--- config.mk ---
export PLATFORM = sky130hd
export DESIGN_NAME = adc_serial_port
export DESIGN_NICKNAME = d
export VERILOG_FILES = /design/src/rtl/adc_serial_port.sv
export SDC_FILE = /design/constraint.sdc
export NUM_CORES = 1
export LEC_CHECK = 0
export BUFFER_PORTS_ARGS = -buffer_cell sky130_fd_sc_hd__buf_2
export CORE_MARGIN = 1.5
export CORE_UTILIZATION = 45
export CTS_CLUSTER_SIZE = 10
export DETAILED_ROUTE_END_ITERATION = 6
export MAX_ROUTING_LAYER = met4
export SLEW_MARGIN = 15
export SYNTH_ARGS = -nofsm -noshare
export SYNTH_HDL_FRONTEND = slang
export SYNTH_SLANG_ARGS = --single-unit
--- constraint.sdc ---
create_clock -name clk -period 3 [get_ports clk]
set_input_delay 0 -clock clk [delete_from_list [all_inputs] [get_ports clk]]
set_output_delay 0 -clock clk [all_outputs]
set_load 0.01 [all_outputs]
--- src/rtl/adc_serial_port.sv ---
module adc_serial_port #(
  parameter int RES  = 12,
  parameter int LEAD = 2,
  parameter int TAIL = 2
) (
  input  logic           clk,
  input  logic           rst_n,
  input  logic           csn_pad,
  input  logic           sck_pad,
  input  logic [RES-1:0] sample_in,
  output logic           sdo,
  output logic           sdo_oe,
  output logic           hold,
  output logic           busy,
  output logic           powered,
  output logic           data_valid
);
  localparam int FRAME   = LEAD + RES + TAIL;
  localparam int CW      = $clog2(FRAME + 1);
  localparam int DONE_AT = LEAD + RES - 1;
  localparam int SAMP_AT = LEAD + RES;
  localparam int SLP_LO  = 2;
  localparam int SLP_HI  = 10;

  logic [2:0]       cs_sy, sck_sy;
  logic [CW-1:0]    cnt;
  logic [FRAME-1:0] sh;
  logic             active, wake;

  wire cs_fall  = cs_sy[2] & ~cs_sy[1];
  wire cs_rise  = ~cs_sy[2] & cs_sy[1];
  wire sck_edge = sck_sy[2] & ~sck_sy[1];
  wire sck_fall = sck_edge & active & ~cs_sy[1] & (cnt < CW'(FRAME));
  wire [CW-1:0] nxt = cnt + 1'b1;

  assign sdo = sh[FRAME-1];

  always_ff @(posedge clk or negedge rst_n) begin
    if (!rst_n) begin
      cs_sy  <= '1;
      sck_sy <= '0;
    end else begin
      cs_sy  <= {cs_sy[1:0], csn_pad};
      sck_sy <= {sck_sy[1:0], sck_pad};
    end
  end

  always_ff @(posedge clk or negedge rst_n) begin
    if (!rst_n) begin
      cnt        <= '0;
      sh         <= '0;
      active     <= 1'b0;
      wake       <= 1'b0;
      sdo_oe     <= 1'b0;
      hold       <= 1'b1;
      busy       <= 1'b0;
      powered    <= 1'b0;
      data_valid <= 1'b0;
    end else if (cs_fall) begin
      active     <= 1'b1;
      cnt        <= '0;
      sh         <= {{LEAD{1'b0}}, sample_in, {TAIL{1'b0}}};
      sdo_oe     <= 1'b1;
      hold       <= 1'b1;
      busy       <= 1'b1;
      data_valid <= powered;
      wake       <= ~powered;
    end else if (cs_rise) begin
      active <= 1'b0;
      sdo_oe <= 1'b0;
      busy   <= 1'b0;
      if (active) begin
        if (wake) begin
          hold <= 1'b1;
          wake <= 1'b0;
        end else if (cnt >= CW'(SLP_LO) && cnt < CW'(SLP_HI)) begin
          powered <= 1'b0;
          hold    <= 1'b1;
        end else begin
          hold <= 1'b0;
        end
      end
    end else if (sck_fall) begin
      cnt <= nxt;
      sh  <= sh << 1;
      if (nxt == CW'(FRAME))   sdo_oe <= 1'b0;
      if (nxt == CW'(DONE_AT)) busy   <= 1'b0;
      if (!wake && nxt == CW'(SAMP_AT)) hold <= 1'b0;
      if (wake && nxt == CW'(1))        hold <= 1'b0;
      if (wake && nxt == CW'(FRAME)) begin
        powered <= 1'b1;
        wake    <= 1'b0;
      end
    end
  end

  AST_OE_CS_HIGH: assert property (@(posedge clk) disable iff (!rst_n)
    (cs_sy[1] && cs_sy[2]) |-> !sdo_oe);
  AST_SDO_EDGE_ONLY: assert property (@(posedge clk) disable iff (!rst_n)
    (!sck_edge && !cs_fall) |=> $stable(sdo));
  AST_CNT_LIMIT: assert property (@(posedge clk) disable iff (!rst_n)
    cnt <= CW'(FRAME));
  AST_SLEEP_HOLD: assert property (@(posedge clk) disable iff (!rst_n)
    (!powered && !active) |-> hold);
  AST_BUSY_HOLD: assert property (@(posedge clk) disable iff (!rst_n)
    (busy && data_valid) |-> hold);
  AST_WAKE_INVALID: assert property (@(posedge clk) disable iff (!rst_n)
    $rose(powered) |-> !data_valid);
endmodule

==> impl_metrics.ini <==
[clock_network]
cts_root_buf = clkbuf_4
tritoncts = yes
htree_levels = 2
post_cts_buffers = 0
path_clk_slew_ns = 0.10
clkLatencyLatePin_ns = 0.33
clock_sinks = 32
cts_buffers = 5
clockBufferDepth = 2

[route]
totalWireLength_mm = 3.138
drc = 0
via_per_inst = 5.282
dr.pass1.iters = 4
vias = 1236
drt_iter0_markers = 95
wire_per_inst_microns = 13.41
drtAntennaViolNets = 0

[logic_synthesis]
yosys.area_share.simple_pct = 14.81
ys_warn_count = 0
synth_cell_types = 38
ys_ff_latch = 32
yosysTopAreaCell = dfrtp_1
avgSynthCellArea_sq_um = 10.93
yosysSeqAreaShare_pct = 49.16
synthCells = 150
synth_fp_nets = 172
synth-xor-area-share_pct = 2.137
muxShareOfSynthArea_pct = 11.30
synth_compound_area_share_pct = 13.59
synth_area_leaders = dfrtp_1, mux2i_1, dfstp_2
synth_top_area_share_pct = 42.75
synthAdderAreaFrac_pct = 4.580
synth_top_family_by_area = simple AND/OR/NAND/NOR gates
synth_area_sq_um = 1639

[global_route]
grt.overflow.total = 0
grt_pass1_wl_mm = 5.671
grtUsageTotal_pct = 18.95
antenna_found_initial = 0
grt_max_degree = 33
grt_pass1_vias = 1257

[critical_path]
endpoint_kind = register
worst-setup-path-type = register to register
cp_cell_sequence = inv_1, ha_1, nand2b_1, nor2_1, and4b_1, a211oi_2, mux2i_1
worstPathMaxFanout = 5
crit_arrival_ns = 2.12
max_stage_delay_ns = 0.57
cp_slowest_cell = dfstp_2
start_kind = register
worstPathRequired_ns = 3.26

[run]
cap_violations = 0

[sta]
finalCritPeriodShare_pct = 62.25
timing.hold.ws_ns = 0.2355
skew_ns = 0.01322
fmax_mhz = 535.5
period_needed_ns = 1.868
setup_viol = 0
fin_ws_ns = 1.133
rsz0062_at_grt = no
tightestPinTransition_ns = 0.6959
maxSlewViolCount = 0
hold_violations = 0
slew_headroom_pct = 53.61
tns_ns = 0

[cells_and_area]
area_growth_pct = 21.22
n_fill_cell = 295
layoutNonFillerInstCount = 234
final_cell_mix = dfrtp_1, buf_2, nand2_1, dlygate4sd3_1
drive_gt1_share_pct = 23.94
layout_commonest_cell = dfrtp_1
postLayoutCellArea_sq_um = 1987
nets = 209
diodes = 0

[power]
sw_frac_of_total_pct = 29.12
seqPwrFrac_pct = 54.8
p_sw_mw = 0.2893
power_frac_clock_pct = 25.9
p_int_mw = 0.7044
ir_drop_mv = 0.3689
combPwrFrac_pct = 19.3
p_per_area_nw_per_um2 = 500.1
p_leak_nw = 0.9051

[floorplan]
core_sq_um = 3416
die_area_sq_um = 4013
fp-row-count = 21
die_h_microns = 63.35
io_pins = 22
start_util_pct = 47.99
dieWidth_microns = 63.35

[place]
placed_cell_area_sq_um = 1774
placed_cells = 211
place.gp.congestion = 0.8790
port_buffers = 21
place_ws_ns = 1.153
hpwl_mm = 2.142

[status]
status = complete, no violations

[hold_path]
hp-class = input pin to asynchronous set/reset pin
state kept, by name, summed over array words and instances (netlist names), 3 cells and up:
signal	count
cs_sy	3
cnt	5
sck_sy	3
sh	14
per-layer routing:
metal  share of wire (%)  track usage [%]
met1                  46            23.69
met2                  46            27.76
met3                 4.5            6.071
met4                 3.5            9.239
met5                   0                -
area by class of cell:
type	instances	area, sq um	area share [%]
clock buffers	7	55.05	2.771
clock inverters	1	7.507	0.3778
inverters	7	26.28	1.322
multi-input cells	103	764.5	38.48
flip-flops and latches	32	805.8	40.55
well taps	46	57.56	2.897
repair buffers	38	270.3	13.60
cell usage after synthesis (all sizes together):
library cell	n
xor2	1
nand4bb	1
dfstp	4
nor2b	3
o22a	1
and4b	1
nor2	8
buf	8
a21oi	1
xnor2	3
dfrtp	28
mux2	4
nor3	1
nand2b	4
a22o	5
o2bb2ai	1
o21bai	1
mux2i	14
nand2	16
o21ai	15
ha	6
nand4	1
nand3b	1
o31ai	1
a31oi	3
a211oi	1
o41ai	1
a2111oi	1
inv	7
a32o	1
nand3	5
or2	1
nor4	1
cells by family after synthesis:
group,Yosys count
xor+xnor,4
compound gates,32
simple gates,43
flops,32
fa+ha+maj,6
buf+inv,15
mux,18
power groups by stage:
stage          Combinational [mW]  Clock, mW  Sequential [mW]
5_1_grt                     0.224      0.288            0.554
2_1_floorplan               0.126          0            0.544
3_3_place_gp                0.175          0            0.549
6_report                    0.192      0.257            0.545
4_1_cts                     0.194      0.269            0.544
3_5_place_dp                0.180          0            0.552
timing repair:
| item | CTS | global route |
|---|---|---|
| endpoints found under the hold margin | 42 | 0 |
| hold buffers | 15 | 0 |
| gates resized for setup | 0 | 0 |
worst max-delay path: cells and delay by family (launching register included):
kind	cells	cell delay, ns
flops	1	0.57
simple gates	3	0.53
fa+ha+maj	1	0.24
mux	1	0.21
compound gates	1	0.20
buf+inv	1	0.05
through the flow:
step,power [mW],util (%)
2_1_floorplan,0.6707,-
3_3_place_gp,0.7233,51.94
3_5_place_dp,0.7324,51.94
4_1_cts,1.008,58.17
5_1_grt,1.066,58.17
6_report,0.9937,58.17
worst paths after layout:
check	endpoint	start	cells past startpoint	slack [ns]
setup / recovery	hold$_DFFE_PN1P_	cs_sy[1]$_DFF_PN1_	7	1.13
hold / removal	sh[13]$_DFFE_PN0P_	rst_n	2	0.24
setup reg to reg	hold$_DFFE_PN1P_	cs_sy[1]$_DFF_PN1_	7	1.13
hold reg to reg	sck_sy[1]$_DFF_PN0_	sck_sy[0]$_DFF_PN0_	0	0.36
max in group asynchronous	wake$_DFFE_PN0P_	rst_n	2	2.30
min in group clk	sck_sy[0]$_DFF_PN0_	sck_pad	2	0.30
Note: power is estimated with default switching activity, not from simulation.
